`src/rtl/sct_pkg.sv`:
```
package sct_pkg;
  localparam int FIELD_W  = 8;
  localparam int WORD_W   = 4 * FIELD_W;
  localparam int ACC_W    = FIELD_W + 1;
  localparam int RATE_MAX = 1 << (FIELD_W - 1);

  typedef enum logic [2:0] {
    PH_IDLE   = 3'd0,
    PH_SETUP  = 3'd1,
    PH_ACTIVE = 3'd2,
    PH_HOLD   = 3'd3,
    PH_GAP    = 3'd4
  } phase_e;

  typedef struct packed {
    logic [FIELD_W-1:0] rate;
    logic [FIELD_W-1:0] setup;
    logic [FIELD_W-1:0] hold;
    logic [FIELD_W-1:0] gap;
  } dev_cfg_t;

  function automatic dev_cfg_t split_word(input logic [WORD_W-1:0] w);
    dev_cfg_t c;
    c.rate  = w[4*FIELD_W-1 -: FIELD_W];
    c.setup = w[3*FIELD_W-1 -: FIELD_W];
    c.hold  = w[2*FIELD_W-1 -: FIELD_W];
    c.gap   = w[FIELD_W-1   -: FIELD_W];
    return c;
  endfunction
endpackage

```
`src/rtl/sct_param_select.sv`:
```
module sct_param_select
  import sct_pkg::*;
#(
  parameter int NUM_DEV = 8,
  localparam int DEV_W  = $clog2(NUM_DEV)
) (
  input  logic                      clk,
  input  logic                      rst_n,
  input  logic                      accept,
  input  logic [DEV_W-1:0]          dev,
  input  logic [NUM_DEV*WORD_W-1:0] table_flat,
  output dev_cfg_t                  cfg_now,
  output dev_cfg_t                  cfg_q,
  output logic                      err_q
);
  logic [WORD_W-1:0] words [NUM_DEV];
  dev_cfg_t          raw;
  logic              rate_zero;
  logic              rate_big;

  for (genvar g = 0; g < NUM_DEV; g++) begin : g_word
    assign words[g] = table_flat[g*WORD_W +: WORD_W];
  end

  always_comb begin
    raw       = split_word(words[dev]);
    rate_zero = (raw.rate == '0);
    rate_big  = (raw.rate > FIELD_W'(RATE_MAX));
    cfg_now   = raw;
    if (rate_zero)     cfg_now.rate = FIELD_W'(1);
    else if (rate_big) cfg_now.rate = FIELD_W'(RATE_MAX);
  end

  always_ff @(posedge clk or negedge rst_n) begin
    if (!rst_n) begin
      cfg_q <= '0;
      err_q <= 1'b0;
    end else if (accept) begin
      cfg_q <= cfg_now;
      err_q <= rate_zero | rate_big;
    end
  end

  AST_ERR_ONLY_AT_ACCEPT: assert property (@(posedge clk) disable iff (!rst_n)
    !accept |=> $stable(err_q));
endmodule

```
`src/rtl/sct_rate_gen.sv`:
```
module sct_rate_gen
  import sct_pkg::*;
(
  input  logic               clk,
  input  logic               rst_n,
  input  logic               run,
  input  logic               eod,
  input  logic [FIELD_W-1:0] rate,
  output logic               sclk_lvl,
  output logic               lead_stb,
  output logic               trail_stb,
  output logic               last_edge
);
  logic [ACC_W-1:0] acc;
  logic [ACC_W-1:0] inc;
  logic [ACC_W:0]   sum;
  logic             carry;

  // doubled increment: a carry every 256/rate cycles marks one half period
  assign inc       = {rate, 1'b0};
  assign sum       = {1'b0, acc} + {1'b0, inc};
  assign carry     = sum[ACC_W];
  assign last_edge = run & carry & sclk_lvl & eod;

  always_ff @(posedge clk or negedge rst_n) begin
    if (!rst_n) begin
      acc       <= '0;
      sclk_lvl  <= 1'b0;
      lead_stb  <= 1'b0;
      trail_stb <= 1'b0;
    end else if (!run) begin
      acc       <= '0;
      sclk_lvl  <= 1'b0;
      lead_stb  <= 1'b0;
      trail_stb <= 1'b0;
    end else begin
      acc       <= sum[ACC_W-1:0];
      lead_stb  <= carry & ~sclk_lvl;
      trail_stb <= carry & sclk_lvl;
      if (carry) sclk_lvl <= ~sclk_lvl;
    end
  end

  AST_STB_EXCLUSIVE: assert property (@(posedge clk) disable iff (!rst_n)
    !(lead_stb && trail_stb));
  AST_STB_SPACING: assert property (@(posedge clk) disable iff (!rst_n)
    (lead_stb || trail_stb) |=> !(lead_stb || trail_stb));
endmodule

```
`src/rtl/sct_phase_ctrl.sv`:
```
module sct_phase_ctrl
  import sct_pkg::*;
(
  input  logic               clk,
  input  logic               rst_n,
  input  logic               accept,
  input  logic [FIELD_W-1:0] setup_now,
  input  logic [FIELD_W-1:0] hold_q,
  input  logic [FIELD_W-1:0] gap_q,
  input  logic               last_edge,
  output phase_e             phase
);
  logic [FIELD_W-1:0] cnt;
  logic               cnt_last;

  assign cnt_last = (cnt <= FIELD_W'(1));

  always_ff @(posedge clk or negedge rst_n) begin
    if (!rst_n) begin
      phase <= PH_IDLE;
      cnt   <= '0;
    end else begin
      case (phase)
        PH_IDLE:
          if (accept) begin
            phase <= PH_SETUP;
            cnt   <= setup_now;
          end
        PH_SETUP:
          if (cnt_last) phase <= PH_ACTIVE;
          else          cnt   <= cnt - 1'b1;
        PH_ACTIVE:
          if (last_edge) begin
            phase <= PH_HOLD;
            cnt   <= hold_q;
          end
        PH_HOLD:
          if (cnt_last) begin
            phase <= PH_GAP;
            cnt   <= gap_q;
          end else begin
            cnt <= cnt - 1'b1;
          end
        PH_GAP:
          if (cnt_last) phase <= PH_IDLE;
          else          cnt   <= cnt - 1'b1;
        default: phase <= PH_IDLE;
      endcase
    end
  end

  AST_SETUP_NEXT: assert property (@(posedge clk) disable iff (!rst_n)
    (phase == PH_SETUP) |=> (phase == PH_SETUP || phase == PH_ACTIVE));
  AST_HOLD_NEXT: assert property (@(posedge clk) disable iff (!rst_n)
    (phase == PH_HOLD) |=> (phase == PH_HOLD || phase == PH_GAP));
  AST_GAP_NEXT: assert property (@(posedge clk) disable iff (!rst_n)
    (phase == PH_GAP) |=> (phase == PH_GAP || phase == PH_IDLE));
  AST_ACTIVE_NEXT: assert property (@(posedge clk) disable iff (!rst_n)
    (phase == PH_ACTIVE) |=> (phase == PH_ACTIVE || phase == PH_HOLD));
endmodule

```
`src/rtl/sclk_cs_timer.sv`:
```
module sclk_cs_timer
  import sct_pkg::*;
#(
  parameter int NUM_DEV = 8,
  localparam int DEV_W  = $clog2(NUM_DEV)
) (
  input  logic                      clk,
  input  logic                      rst_n,
  input  logic                      req_valid,
  output logic                      req_ready,
  input  logic [DEV_W-1:0]          req_dev,
  input  logic [NUM_DEV*WORD_W-1:0] param_table,
  input  logic                      end_of_data,
  output logic                      sclk_level,
  output logic                      lead_stb,
  output logic                      trail_stb,
  output logic                      cs_active,
  output logic [2:0]                phase,
  output logic                      cfg_err
);
  phase_e   ph;
  dev_cfg_t cfg_now;
  dev_cfg_t cfg_q;
  logic     accept;
  logic     run;
  logic     last_edge;

  assign req_ready = (ph == PH_IDLE);
  assign accept    = req_valid & req_ready;
  assign run       = (ph == PH_ACTIVE);
  assign cs_active = (ph == PH_SETUP) | (ph == PH_ACTIVE) | (ph == PH_HOLD);
  assign phase     = ph;

  sct_param_select #(.NUM_DEV(NUM_DEV)) u_sel (
    .clk       (clk),
    .rst_n     (rst_n),
    .accept    (accept),
    .dev       (req_dev),
    .table_flat(param_table),
    .cfg_now   (cfg_now),
    .cfg_q     (cfg_q),
    .err_q     (cfg_err)
  );

  sct_rate_gen u_rate (
    .clk      (clk),
    .rst_n    (rst_n),
    .run      (run),
    .eod      (end_of_data),
    .rate     (cfg_q.rate),
    .sclk_lvl (sclk_level),
    .lead_stb (lead_stb),
    .trail_stb(trail_stb),
    .last_edge(last_edge)
  );

  sct_phase_ctrl u_ctrl (
    .clk      (clk),
    .rst_n    (rst_n),
    .accept   (accept),
    .setup_now(cfg_now.setup),
    .hold_q   (cfg_q.hold),
    .gap_q    (cfg_q.gap),
    .last_edge(last_edge),
    .phase    (ph)
  );

  AST_CS_AFTER_ACCEPT: assert property (@(posedge clk) disable iff (!rst_n)
    $rose(cs_active) |-> $past(accept));
  AST_LEAD_IN_ACTIVE: assert property (@(posedge clk) disable iff (!rst_n)
    lead_stb |-> (ph == PH_ACTIVE));
  AST_TRAIL_PLACE: assert property (@(posedge clk) disable iff (!rst_n)
    trail_stb |-> (ph == PH_ACTIVE || ph == PH_HOLD));
endmodule

```
`config.mk`:
```
export PLATFORM = sky130hd
export DESIGN_NAME = sclk_cs_timer
export DESIGN_NICKNAME = d
export VERILOG_FILES = /design/src/rtl/sct_pkg.sv /design/src/rtl/sct_param_select.sv /design/src/rtl/sct_rate_gen.sv /design/src/rtl/sct_phase_ctrl.sv /design/src/rtl/sclk_cs_timer.sv
export SDC_FILE = /design/constraint.sdc
export NUM_CORES = 1
export LEC_CHECK = 0
export BUFFER_PORTS_ARGS = -buffer_cell sky130_fd_sc_hd__clkbuf_2
export CORE_AREA = 2 2 106 108
export CTS_CLUSTER_DIAMETER = 200
export DETAILED_ROUTE_END_ITERATION = 8
export DIE_AREA = 0 0 108 110
export GPL_ROUTABILITY_DRIVEN = 0
export PLACE_DENSITY = 0.78
export RECOVER_POWER = 25
export SYNTH_ARGS = -nofsm -noshare
export SYNTH_HDL_FRONTEND = slang
export SYNTH_SLANG_ARGS = --single-unit
```
`constraint.sdc`:
```
create_clock -name clk -period 4.1 [get_ports clk]
set_input_delay 0.41 -clock clk [delete_from_list [all_inputs] [get_ports clk]]
set_output_delay 0.41 -clock clk [all_outputs]
set_load 0.03 [all_outputs]
```
Yosys cells after proc, flatten, opt, wreduce, memory -nomap -nowiden. Cells that the tools add are included.

Bits in registers: 48. Input bits: 263. Output and inout bits: 9. Logic and storage cells: 64.

Add/subtract/negate cells: 2. $lt $le $gt $ge: 3. Eq/ne operators: 11. Multiplexer cells: 21. Bitwise gates (word level): 11. Reduce and logical (&&, ||, !) cells: 6.

Operators with widths (count): binary-select mux 32 bit (select 3 bit) (1); 2-to-1 mux 32 bit (2); 2-to-1 mux 8 bit (6); case mux 8 bit (4 select lines) (1); 2-to-1 mux 3 bit (5); case mux 3 bit (5 select lines) (1); adder 9 x 9 -> 10 bit (1); 2-to-1 mux 9 bit (1); > comparator 8 bit (second input constant) (1); less-or-equal comparator 8 x 1 -> 1 bit (second input constant) (1); zero test 8 bit (1); inequality test 2 x 1 -> 1 bit (second input constant) (4); subtractor 8 x 1 -> 8 bit (second input constant) (1); AND 1 bit (6); == test 3 x 2 -> 1 bit (second input constant) (2); inequality test 2 bit (second input constant) (3); AND reduction 5 bit (1); greater-or-equal comparator 4 bit (second input constant) (1); 2-to-1 mux 1 bit (4); NOT 3 -> 4 bit (1); AND reduction 4 bit (1); nonzero test 4 bit (1); == test 3 x 1 -> 1 bit (second input constant) (1); == test 3 bit (second input constant) (1); other kinds (4) (6).

Longest topological paths before layout.
Depth after elaboration: 7. Depth in mapped cells: 10. Depth with buffers taken out: 9.

Hierarchy. From an unflattened synthesis, not the netlist that was laid out.

Cells, all modules: 460. Area, all modules: 5072.4 um^2.

By module, submodules not included: sct_param_select (times used 1, cells an instance 250, area each 3254.4 um^2, seq. area each 825.8 um^2); sct_phase_ctrl (times used 1, cells an instance 131, area each 1042.2 um^2, seq. area each 275.3 um^2); sct_rate_gen (times used 1, cells an instance 75, area each 738.2 um^2, seq. area each 275.3 um^2); sclk_cs_timer (times used 1, cells an instance 4, area each 37.5 um^2, seq. area each 0.0 um^2).

Worst setup path before layout. No wires, ideal clock.

Path kind: register -> register. Start: reg u_ctrl.phase[0]. End: reg u_sel.err_q. Setup time: 0.069 ns. Data arrival time: 2.386 ns. Required time: 4.031 ns. Setup slack: 1.645 ns. Cell stages (with the launch flop): 7. Buffers on the path: 1. Period minus slack after synthesis: 2.455 ns. Path through: dfrtp_1 -> clkbuf_1 -> nor3_1 -> nand2_1 -> nor2_1 -> or4b_1 -> nand3_1.

Cells in the longest elaborated chain, start to end: 2.

RTL lines: start: declaration (RTL line sct_phase_ctrl.sv:11) `output phase_e phase`; start signal: assignment (RTL line sct_phase_ctrl.sv:20) `phase <= PH_IDLE;`; start signal: assignment (RTL line sct_phase_ctrl.sv:26) `phase <= PH_SETUP;`; start signal: assignment (RTL line sct_phase_ctrl.sv:30) `if (cnt_last) phase <= PH_ACTIVE;`; zero test 3 bit (RTL line sclk_cs_timer.sv:28) `assign req_ready = (ph == PH_IDLE);`; via req_ready (RTL line sclk_cs_timer.sv:10) `output logic req_ready,`; AND 1 bit (RTL line sclk_cs_timer.sv:29) `assign accept = req_valid & req_ready;`; end signal: assignment (RTL line sct_param_select.sv:40) `err_q <= rate_zero | rate_big;`; end: declaration (RTL line sct_param_select.sv:14) `output logic err_q`.

The timed path passes the listed nets, and every way through them passes these cells. A chain may end at the register's enable or synchronous reset.

Worst setup path in the final report.
Start: reg u_sel.cfg_q[24] (netlist name). End: reg u_ctrl.cnt[0].

Cells in the longest elaborated chain, start to end: 6.

RTL lines: adder 9 x 9 -> 10 bit (RTL line sct_rate_gen.sv:21) `assign sum = {1'b0, acc} + {1'b0, inc};`; AND 1 bit (3 in a row) (RTL line sct_rate_gen.sv:23) `assign last_edge = run & carry & sclk_lvl & eod;`; inequality test 2 bit (no line); AND reduction 4 bit (no line); end signal: assignment (RTL line sct_phase_ctrl.sv:27) `cnt <= setup_now;`; end signal: assignment (RTL line sct_phase_ctrl.sv:31) `else cnt <= cnt - 1'b1;`; end signal: assignment (RTL line sct_phase_ctrl.sv:35) `cnt <= hold_q;`; end: declaration (RTL line sct_phase_ctrl.sv:13) `logic [FIELD_W-1:0] cnt;`.

Every way passes these cells.

==> run metrics <==
worst ir drop on vdd=0.191 mV; Crit Path Class=reg -> reg; pwr dens=between 300 and 400 mW/mm^2; DIE AREA=0.0119 sq mm; worst rel slew slack=-0.670; crit-path cells=ha_1 > inv_1 > fa_1 > nor2b_1 > o31a_1 > o22a_1 > o21ai_1 > mux2_2; vias per cell=around 5.7; failing checks=max-capacitance violations, max-slew violations; Post-CTS Setup Bufs=0; count of cell types in the netlist=57; register bit count reported by yosys=47; clock network power share=0.137; DRC Markers=0; Crit Path Max Fanout=15; largest net degree at the start of global routing=48; Hold Crit Class=reg -> reg; Initial Util=0.421; synthesis-to-finish area growth=33.1%; Pins Over Slew Limit=48; switching share of power=0.397; ANT nets after route=0; htree depth=2; EDFF count, synth=0; total gr overflow=0; CP Launch Point=u_sel.cfg_q[24]; Cells after Synth=406; Max clock buf depth=2; Switching Power=0.801 mW; Final #Nets=approximately 930; R2R setup slack=1.38 ns; Yosys warnings=0; drt pass-1 iters=5; Clk Latency, worst-skew pair=0.30 ns; num ports=272; Power Internal=1.22 mW; leakage dissipation=2.89 nW; Netlist Area Pre-Place=0.00450 sq mm; fin crit period=around 2.7 ns; number of clock buffers inserted by TritonCTS=5; sequential group share of total power=0.382; drt total wl=around 15000 um; Worst Max-Slew Pin Slew=2.50 ns; CP Capture Type=flop; Mean Syn Cell Area=11.1 sq um; Hold Fails Final Rpt=0; CTS sink cnt=47; final setup violation count=0; Placeable Area=approximately 0.011 sq mm; combinational share of power=0.480; finished layout cell area=approximately 0.006 sq mm; syn nets=680; number of global-route vias before repair=4621; Final Cycle Share=0.662; TNS Setup=0 ns; hpwl dp=13200 um; port bufs=approximately 270; Total Routing Usage GR=0.258; post-CTS resize count=0; required time of the critical path=approximately 4.3 ns; post-synthesis sequential area ratio=0.261; Die H=110 um; ys async rst share=1.00; nature of the critical path startpoint=flop; global-route wire length before repair=23400 um; Highest Clock Rate=368 MHz; HP Start=u_sel.cfg_q[10]; Critical Path AT=2.90 ns; slowest CP cell=o21ai_1; Iteration-0 DRC Markers=around 350; row count=38; clock root buffer=clkbuf_8; Post-DP Area=0.00591 sq mm; CTS tree=done; predominant post-synthesis flop cell=dfrtp_1; # Max-Cap Violations=1; layout cells sized above 1=0.556; WL/cell=19.3 um; CP max stage delay=0.79 ns; worst flop-to-flop path startpoint=u_sel.cfg_q[24]; die width=108 um; clock slew at reported path FFs=0.08 ns; Vias=4551; clock skew=0.00797 ns; Hold-fix buffers, CTS=0; RSZ-0062 raised after global routing=false; initial antenna violation count=4; outcome=complete, but fails checks
## critical path, delay by kind of cell, from the launching register on
family,cells,cell delay (ns)
mux,1,0.41
buf+inv,1,0.07
simple gates,1,0.07
fa+ha+maj,2,0.40
flops,1,0.39
compound gates,3,1.25
## through the flow
stage	utilization	worst slack [ns]	hold slack, ns	std cells	total power, mW
2_1_floorplan	-	1.65	0.114	406	1.43
3_3_place_gp	0.552	1.31	0.466	791	1.71
3_5_place_dp	0.552	1.25	0.473	791	1.75
4_1_cts	0.560	1.39	0.214	798	2.03
6_report	0.560	1.38	0.493	799	2.02
5_1_grt	0.560	1.15	0.516	798	2.18
## synthesized netlist by cell type, types with 2 or more instances
cell type  instances  area share
mux4_2            64        0.32
dfrtp_1           47        0.26
nand2_1           36       0.030
nor2_1            31       0.026
o21ai_1           28       0.031
mux2i_1           22       0.049
a21oi_1           16       0.018
buf_2             15       0.017
clkbuf_1          11      0.0092
nor2b_1           11       0.015
ha_1              10       0.028
inv_1              9      0.0075
o31ai_1            9       0.015
o21ai_0            7      0.0078
nor3_1             6      0.0067
a211oi_1           5      0.0083
nand2b_1           5      0.0069
and2_1             4      0.0056
buf_6              4       0.010
o22ai_1            4      0.0056
or3_1              4      0.0056
xnor2_1            4      0.0078
a31oi_1            3      0.0042
and2_4             3      0.0058
and3_1             3      0.0042
mux2_2             3      0.0075
nor2_2             3      0.0042
nor2_4             3      0.0075
o21a_1             3      0.0050
xor2_1             3      0.0058
a22o_1             2      0.0039
nand3_1            2      0.0022
o41ai_1            2      0.0039
## layer usage
| layer | track usage | share of wire | vias up |
|---|---|---|---|
| met5 | 0 | 0.0025 | - |
| met4 | 0.0641 | 0.017 | 6 |
| met3 | 0.0735 | 0.085 | 30 |
| met2 | 0.412 | 0.50 | 216 |
| met1 | 0.350 | 0.40 | 2220 |
| li1 | - | - | 2079 |
## placed cells by master, fill, tap and decap left out, drive strengths merged, types with 3 or more instances in the layout
cell type / synthesis / layout
a211oi: 5 / 5
a21oi: 17 / 17
a31oi: 3 / 3
and2: 7 / 7
and3: 3 / 3
buf: 20 / 6
clkbuf: 11 / 276
dfrtp: 47 / 47
ha: 10 / 10
inv: 9 / 9
mux2: 3 / 3
mux2i: 22 / 22
mux4: 64 / 64
nand2: 36 / 36
nand2b: 5 / 5
nor2: 37 / 37
nor2b: 12 / 12
nor3: 7 / 7
o21a: 3 / 3
o21ai: 35 / 35
o22ai: 4 / 4
o31ai: 9 / 9
or3: 5 / 5
xnor2: 4 / 4
xor2: 3 / 3
## worst paths after layout
| path | end | cells past startpoint |
|---|---|---|
| min reg2reg | u_sel.cfg_q[10] | 2 |
| min | u_sel.cfg_q[10] | 2 |
| max reg2reg | u_ctrl.cnt[0] | 8 |
| max | u_ctrl.cnt[0] | 8 |
| max in group asynchronous | u_sel.cfg_q[10] | 2 |
| min in group asynchronous | u_sel.cfg_q[25] | 2 |
## logic make-up (layout without fill, tap and decap cells)
logic type | count (synthesis) | in the layout | synth area share
AO/OA/AOI/OAI | 91 | 91 | 0.131
XOR/XNOR | 7 | 7 | 0.0136
adder cells (fa/ha/maj) | 11 | 11 | 0.0322
buffers and inverters | 40 | 292 | 0.0450
flip-flops | 47 | 47 | 0.261
multiplexers | 89 | 89 | 0.376
other | 0 | 1 | 0
AND/OR/NAND/NOR | 121 | 121 | 0.141
## power by group through the flow
stage               sequential, mW  combinational, mW  clock, mW
detailed placement           0.779              0.967          0
CTS                          0.771              0.970      0.286
finish                       0.772              0.970      0.277
global placement             0.773              0.935          0
floorplan                    0.730              0.698          0
global route                 0.796               1.08      0.301
## cell type report
cell class	instances	area, sq um
inverter	9	33.8
clock buffer	6	82.6
antenna	1	2.50
timing repair buffer	276	1390
sequential	47	1180
tap	140	175
clock inverter	1	5.00
multi-input combinational	319	3130
fill	957	4700
## registers in the layout (all words and copies together) (netlist names)
register and cells:
u_sel.cfg_q 24, u_ctrl.cnt 8, u_rate.acc 8, u_ctrl.phase 3
u_rate.lead_stb 1, u_rate.sclk_lvl 1, u_rate.trail_stb 1, u_sel.err_q 1
Power figures use the tool's default switching activity.
